## config.mk

```make
export PLATFORM = sky130hd
export DESIGN_NAME = slp_wake_ctl
export DESIGN_NICKNAME = d
export VERILOG_FILES = /design/src/rtl/slp_wake_ctl.sv
export SDC_FILE = /design/constraint.sdc
export NUM_CORES = 1
export LEC_CHECK = 0
export ABC_AREA = 1
export BUFFER_PORTS_ARGS = -buffer_cell sky130_fd_sc_hd__buf_2
export CAP_MARGIN = 20
export CORE_AREA = 3 3 40 42
export DETAILED_ROUTE_END_ITERATION = 10
export DIE_AREA = 0 0 43 45
export PLACE_DENSITY_LB_ADDON = 0.3
export SETUP_SLACK_MARGIN = 0.3
export SLEW_MARGIN = 0
export SYNTH_ARGS = -nofsm -noshare
export SYNTH_HDL_FRONTEND = slang
export SYNTH_SLANG_ARGS = --single-unit
```

## constraint.sdc

```tcl
create_clock -name clk -period 3.1 [get_ports clk]
set_clock_uncertainty 0.05 [all_clocks]
set_input_delay 0.31 -clock clk [delete_from_list [all_inputs] [get_ports clk]]
set_output_delay 0.31 -clock clk [all_outputs]
set_load 0.005 [all_outputs]
```

## src/rtl/slp_wake_ctl.sv

```systemverilog
module slp_wake_ctl (
  input  logic       clk,
  input  logic       rst_n,
  input  logic       sleep_stb,
  input  logic       se,
  input  logic [1:0] sm,
  input  logic       adc_en,
  input  logic       t2_async,
  input  logic       wk_lvl,
  input  logic       wk_edge,
  input  logic       wk_addr,
  input  logic       wk_adc,
  input  logic       wk_t2,
  input  logic       wk_misc,
  input  logic       rst_src,
  output logic       cpu_clk_en,
  output logic       io_clk_en,
  output logic       adc_clk_en,
  output logic       async_clk_en,
  output logic       adc_start,
  output logic       resume,
  output logic       svc_irq,
  output logic       reboot
);
  typedef enum logic [1:0] {S_RUN, S_SLEEP, S_HALT, S_RESUME} st_t;

  st_t        st;
  logic [1:0] mode_q;
  logic [1:0] hcnt;
  logic       svc_q;
  logic       wake_ok;
  logic       t2_only;

  always_comb begin
    case (mode_q)
      2'b00:   wake_ok = wk_lvl | wk_edge | wk_addr | wk_adc | wk_t2 | wk_misc;
      2'b01:   wake_ok = wk_lvl | wk_addr | wk_adc | wk_t2;
      2'b10:   wake_ok = wk_lvl | wk_addr;
      default: wake_ok = wk_lvl | wk_addr | (wk_t2 & t2_async);
    endcase
  end

  assign t2_only = (mode_q == 2'b01) && wk_t2 && !t2_async && !(wk_lvl | wk_addr | wk_adc);

  always_ff @(posedge clk or negedge rst_n) begin
    if (!rst_n) begin
      st        <= S_RUN;
      mode_q    <= 2'b00;
      hcnt      <= 2'd0;
      svc_q     <= 1'b0;
      adc_start <= 1'b0;
      reboot    <= 1'b0;
    end else begin
      adc_start <= 1'b0;
      reboot    <= 1'b0;
      case (st)
        S_RUN: if (sleep_stb && se) begin
          st        <= S_SLEEP;
          mode_q    <= sm;
          adc_start <= adc_en && !sm[1];
        end
        S_SLEEP: if (rst_src) begin
          st     <= S_RUN;
          reboot <= 1'b1;
        end else if (wake_ok) begin
          st    <= S_HALT;
          hcnt  <= 2'd0;
          svc_q <= !t2_only;
        end
        S_HALT: if (rst_src) begin
          st     <= S_RUN;
          reboot <= 1'b1;
        end else begin
          hcnt <= hcnt + 2'd1;
          if (hcnt == 2'd3) st <= S_RESUME;
        end
        default: st <= S_RUN;
      endcase
    end
  end

  assign cpu_clk_en   = (st == S_RUN) || (st == S_RESUME);
  assign io_clk_en    = (st != S_SLEEP) || (mode_q == 2'b00);
  assign adc_clk_en   = (st != S_SLEEP) || !mode_q[1];
  assign async_clk_en = (st != S_SLEEP) || (mode_q != 2'b10);
  assign resume       = (st == S_RESUME);
  assign svc_irq      = resume && svc_q;


  se_gate_chk: assert property (@(posedge clk) disable iff (!rst_n)
    (cpu_clk_en && !resume && sleep_stb && !se) |=> cpu_clk_en);


  deep_filter_chk: assert property (@(posedge clk) disable iff (!rst_n)
    (st == S_SLEEP && mode_q == 2'b10 && !wk_lvl && !wk_addr && !rst_src) |=> (st == S_SLEEP));


  halt_len_chk: assert property (@(posedge clk) disable iff (!rst_n)
    resume |-> (!$past(cpu_clk_en, 1) && !$past(cpu_clk_en, 2) &&
                !$past(cpu_clk_en, 3) && !$past(cpu_clk_en, 4)));


  resume_once_chk: assert property (@(posedge clk) disable iff (!rst_n)
    resume |=> (!resume && cpu_clk_en));


  svc_with_resume_chk: assert property (@(posedge clk) disable iff (!rst_n)
    svc_irq |-> resume);


  reboot_run_chk: assert property (@(posedge clk) disable iff (!rst_n)
    reboot |-> (cpu_clk_en && io_clk_en && !resume));


  adc_start_chk: assert property (@(posedge clk) disable iff (!rst_n)
    adc_start |-> (!cpu_clk_en && adc_clk_en && $past(cpu_clk_en)));
endmodule

```

==> results of run 1 <==
-- sequential cells by signal, summed over array words and instances, names as in the netlist --
| signal | flops |
|---|---|
| reboot | 1 |
| adc_start | 1 |
| st | 2 |
| svc_q | 1 |
| hcnt | 2 |
| mode_q | 2 |
-- critical path, stage by stage, from the launching register on --
cell and delay (ps):
dfrtp_1 410, inv_1 90, ha_1 260, o21ai_0 120, buf_2 140
-- power breakdown --
part / internal, mW / total [mW] / switching, mW
Clock: 0.0497 / 0.0932 / 0.0435
Sequential: 0.162 / 0.205 / 0.0426
Combinational: 0.128 / 0.296 / 0.168
Total: 0.340 / 0.594 / 0.254
-- layout make-up --
cell class                 count  share of cell area [%]
tap                           15                    2.46
timing repair buffer          23                    15.8
sequential                     9                    29.6
clock buffer                   4                    3.45
inverter                      17                    8.37
multi-input combinational     54                    40.4
-- layout by cell type (no fill, tap or decap) --
cell           count
a21oi_1            2
nor3b_1            1
buf_2             22
nand3_2            1
o22ai_1            1
nor2_1             5
ha_1               5
clkbuf_4           3
inv_1             16
nor2_2             2
clkbuf_1           1
nand3_1            7
inv_2              1
nand4_1            2
nand2_2            5
dlygate4sd3_1      1
dfrtp_1            9
mux2_2             1
o21ai_0            2
o21ai_2            1
nand2_1           19
-- metrics by stage --
stage | util [%] | area, um^2 | hold WS, ps | worst slack [ps]
global route | 59.3 | 762 | 167 | 1390
finish | 59.3 | 762 | 155 | 1460
detailed placement | 56.5 | 726 | 121 | 1710
floorplan | - | 597 | -35.6 | 1860
global placement | 56.5 | 726 | 119 | 1770
CTS | 59.3 | 762 | 152 | 1470
-- layer usage --
layer	GRT usage, %	part of all wire, %
met1	17.3	46
met5	0	0
met2	24.0	48
met4	9.04	1.9
met3	3.59	4.3
-- logic make-up (layout without fill, tap and decap cells) --
logic type / count (synthesis) / after routing / share of synthesized area [%]
and+or+nand+nor: 42 / 42 / 33.3
buffers and inverters: 17 / 44 / 10.7
DFF: 9 / 9 / 37.7
AOI/OAI and AO/OA: 6 / 6 / 5.87
adders and majority gates: 5 / 5 / 10.5
muxes: 1 / 1 / 1.89
-- synth_stat cells, drive strengths merged --
cell / instances / area (um^2)
o21ai: 3 / 18.8
nor2: 7 / 31.3
inv: 17 / 63.8
nand2: 24 / 103
o22ai: 1 / 6.26
a21oi: 2 / 10.0
ha: 5 / 62.6
nand4: 2 / 12.5
nor3b: 1 / 7.51
mux2: 1 / 11.3
dfrtp: 9 / 225
nand3: 8 / 45.0
-- timing repair --
action,in CTS,in global routing
gates resized for setup,0,0
endpoints found under the hold margin,9,0
setup buffers,0,0
hold buffers,1,0
-- worst min path at each step --
| stage | end | cells past startpoint |
|---|---|---|
| 3_3_place_gp | svc_q | 1 |
| 5_1_grt | adc_start | 2 |
| 2_1_floorplan | adc_start | 0 |
| 4_1_cts | adc_start | 2 |
| 6_report | adc_start | 2 |
| 3_5_place_dp | hcnt[1] | 1 |
==> results by group, run 1 <==
Status
  – Status: completed

Finish
  – Nets: 128
  – Area growth syn-to-layout: 27.7%
  – Multi-input gate area: 308 um^2
  – FF/Latch Area: ~230 um^2
  – Ant diodes: 0
  – Fill cells: 117
  – Non-Filler Instances: between 100 and 150
  – Layout cell share with drive strength beyond 1: 33.6%

Routing
  – Post-Route WL: 1250 um
  – DR vias: 577
  – Post-detailed-route wirelength per cell: about 10 um
  – DRC: 0
  – Routed Antenna Nets: 0
  – Vias per cell: 4.73
  – 1st-iter DRT viols: 11
  – Drt pass-1 iters: 4

Power and ir drop
  – Peak VDD IR: 0.434 mV
  – PwrDens: 780 nW/um^2
  – Static leakage: 0.459 nW
  – Overall power: 594 uW

Placed design
  – Placed cell count: about 120
  – IO buf count: 22
  – DP HPWL: 1020 um
  – Routability cong.: 0.808

Floorplan
  – Chip Width: 43 um
  – Core area: 1280 um^2
  – Starting Density: 46.4%
  – Ports: 23
  – Site Rows: 13
  – Die H: approximately 45 um
  – Die Area: slightly below 2000 um^2

Yosys
  – Library cells used by synthesis: 17
  – FF+latch count, synth: 9
  – Synth Cell Area: 597 um^2
  – Sequential area share after synthesis: a little under two fifths
  – Syn avg cell area: 7.46 um^2
  – Synth warn: 0
  – Syn Nets: 100
  – Cells after Synth: 80

Worst setup path
  – Worst setup SP type: flip-flop
  – CP required: 2740 ps
  – Crit-path max FO: 6
  – Arrival time worst endpoint: 1280 ps
  – Worst R2R Path Depth: 6
  – Setup crit end kind: output port
  – Setup CP Type: flip-flop to output port
  – Critical Path End: io_clk_en
  – End of the worst register-to-register path: hcnt[1]
  – Timing startpoint of the critical path: st[1]
  – Register-to-register setup slack: 1700 ps
  – R2r startpoint: st[1]

Clock network
  – TritonCTS Buffers: 3
  – CTS tree: done
  – H-tree Lvls: 1
  – CTS Buffer Depth: 2
  – Clock latency on the worst-skew pair: 260 ps
  – Worst-path clk slew: 60 ps
  – CTS Sinks: 9
  – CTS root buffer: clkbuf_4

Job
  – Max-cap viol count: 0

STA
  – Slew Viols, Final: 0
  – Setup TNS: 0 ps
  – Fin crit share: between 50% and 60%
  – Setup violations, final: 0
  – Slew @ Worst Pin: 234 ps
  – Tmin final: roughly 1600 ps
  – Max-slew headroom: 84.2%
  – Final hold viol count: 0
  – F_max: ~0.6 GHz
  – RSZ-0062 raised after global routing: no

Global routing
  – Initial antenna violation count: 0
  – Vias in the first global route: 507
  – First-pass GRT wire length: 2040 um
  – Largest net degree at the start of global routing: 10
  – GRT overflow: 0
  – Tot GR Track Use: 14.6%

Worst hold path
  – Worst hold path startpoint: sm[1]
  – Hold WC Path Type: input port to flip-flop
Note: power is estimated with default switching activity, not from simulation.
==> run 2: changes to the inputs <==
CORE_AREA = not set   (was 3 3 40 42)
CORE_MARGIN = 3   (was not set)
CORE_UTILIZATION = 46   (was not set)
DIE_AREA = not set   (was 0 0 43 45)
clock period = 1.65 ns   (was 3.1 ns; I/O delays follow)
==> results by group, run 2 (same netlist as run 1, synthesis figures left out) <==
Worst setup path
  – Setup CP Type: flip-flop to output port
  – CP Cell Sequence: buf_6 > ha_4 > o21ai_2 > buf_2
  – Worst setup SP type: flip-flop
  – Setup crit end kind: output port
  – R2r startpoint: st[1]
  – End of the worst register-to-register path: st[0]
  – Timing startpoint of the critical path: st[0]
  – Worst R2R Path Depth: 8
  – Critical path's slowest cell: dfrtp_1
  – Arrival time worst endpoint: 1190 ps
  – Crit-path max cell delay: around 420 ps
  – Register-to-register setup slack: 350 ps
  – Critical Path End: io_clk_en
  – Crit-path max FO: 6
  – CP required: 1430 ps

Finish
  – Non-Filler Instances: 124
  – Layout cell share with drive strength beyond 1: 47.3%
  – Ant diodes: 0
  – Largest regs: hcnt (2), mode_q (2), st (2)
  – Area growth syn-to-layout: 44.4%
  – Leading cell type in the layout, fill and taps excluded: buf_2
  – Commonest non-fill, non-tap cells in the layout: buf_2, nand2_1, inv_1
  – Nets: 131

STA
  – Tmin final: 1400 ps
  – Slew @ Worst Pin: 253 ps
  – RSZ-0062 raised after global routing: yes
  – Setup TNS: 0 ps
  – Final hold viol count: 0
  – F_max: roughly 0.7 GHz
  – Final setup margin: 247 ps
  – Slew Viols, Final: 0
  – Fin crit share: 85.0%
  – Setup violations, final: 0
  – Max-slew headroom: ~83%

Global routing
  – GRT overflow: 0
  – First-pass GRT wire length: 2210 um
  – Vias in the first global route: 532
  – Initial antenna violation count: 0
  – Largest net degree at the start of global routing: 10
  – Tot GR Track Use: 16.0%

Routing
  – Routed Antenna Nets: 0
  – DR vias: 597
  – DRC: 0
  – Vias per cell: a little under 5
  – Post-detailed-route wirelength per cell: roughly 11 um
  – 1st-iter DRT viols: 13
  – Drt pass-1 iters: 4
  – Post-Route WL: 1390 um

Placed design
  – IO buf count: 22
  – Pre-CTS WS: 239 ps
  – Placed cell count: 116
  – Routability cong.: 0.763
  – DP HPWL: about 1000 um

Clock network
  – CTS Sinks: 9
  – CTS Buffer Depth: 2
  – Worst-path clk slew: 70 ps
  – Clock latency on the worst-skew pair: 260 ps
  – H-tree Lvls: 1
  – CTS tree: done
  – CTS root buffer: clkbuf_4
  – TritonCTS Buffers: 3

Power and ir drop
  – Logic pwr share: 58.2%
  – Clock power frac: 12.5%
  – Overall power: 1.40 mW
  – Int Pwr: 796 uW
  – PwrDens: 1620 nW/um^2
  – Peak VDD IR: 0.927 mV
  – Register share of total power: 29.3%
  – Switch Pwr: approximately 600 uW
  – Static leakage: 0.479 nW
  – Switching Share: 43.0%

Floorplan
  – Chip Width: 42.0 um
  – Starting Density: 51.6%
  – Die H: 42.0 um
  – Site Rows: 12
  – Die Area: ~1800 um^2
  – Ports: 23
  – Core area: 1160 um^2

Worst hold path
  – Hold WC Path Type: input port to flip-flop

Status
  – Status: completed

Job
  – Max-cap viol count: 0
-- run 2: cell types whose count changed in the layout (fill, tap and decap cells not counted), sizes merged --
cell / before / now
buf: 22 / 25
-- run 2: final cells by class --
class,count,area [um^2]
multi-input cells,54,369
fillers,86,294
flip-flops and latches,9,226
repair buffers,26,156
inverters,17,66.3
clock buffers,4,26.3
well taps,14,17.5
-- run 2: critical path: cells and delay by family (launching register included) --
kind	cells	cell delay, ps
flops	1	420
buf+inv	2	270
fa+ha+maj	1	180
compound gates	1	60
-- run 2: per-layer routing --
metal | up-vias | GRT usage [%] | wire length (um)
met2 | 13 | 28.1 | 734
met5 | - | 0 | 0
met4 | 0 | 3.73 | 14
li1 | 308 | - | -
met3 | 2 | 3.86 | 67
met1 | 274 | 19.5 | 576
-- run 2: worst min-delay path by stage --
stage | startpoint | endpoint | cells past startpoint | slack (ps)
after floorplan | rst_n | adc_start | 0 | -180
after CTS | sm[1] | adc_start | 2 | 20
after detailed placement | rst_n | svc_q | 1 | -20
after global placement | rst_n | svc_q | 1 | -20
final | sm[1] | adc_start | 2 | 30
after global routing | sm[1] | adc_start | 2 | 30
-- run 2: repair_timing --
| item | 4_1_cts | 5_1_grt |
|---|---|---|
| endpoints found under the hold margin | 9 | 0 |
| gates resized for setup | 7 | 15 |
| pin swaps | 2 | 3 |
| hold buffers | 1 | 0 |
| endpoints found under the setup margin | 10 | 10 |
| buffers inserted | 2 | 1 |
-- run 2: power by group through the flow --
stage	sequential, mW	clock, mW	combinational [mW]
floorplan	0.371	0	0.395
global placement	0.385	0	0.549
detailed placement	0.389	0	0.560
CTS	0.388	0.177	0.684
global route	0.424	0.188	0.899
finish	0.409	0.175	0.812
-- run 2: metrics by stage --
stage	hold WS [ps]	cell area (um^2)	utilization, %
floorplan	-181	597	-
global placement	-23.0	724	62.7
detailed placement	-21.9	724	62.7
CTS	22.0	810	70.0
global route	25.0	862	74.6
finish	26.4	862	74.6
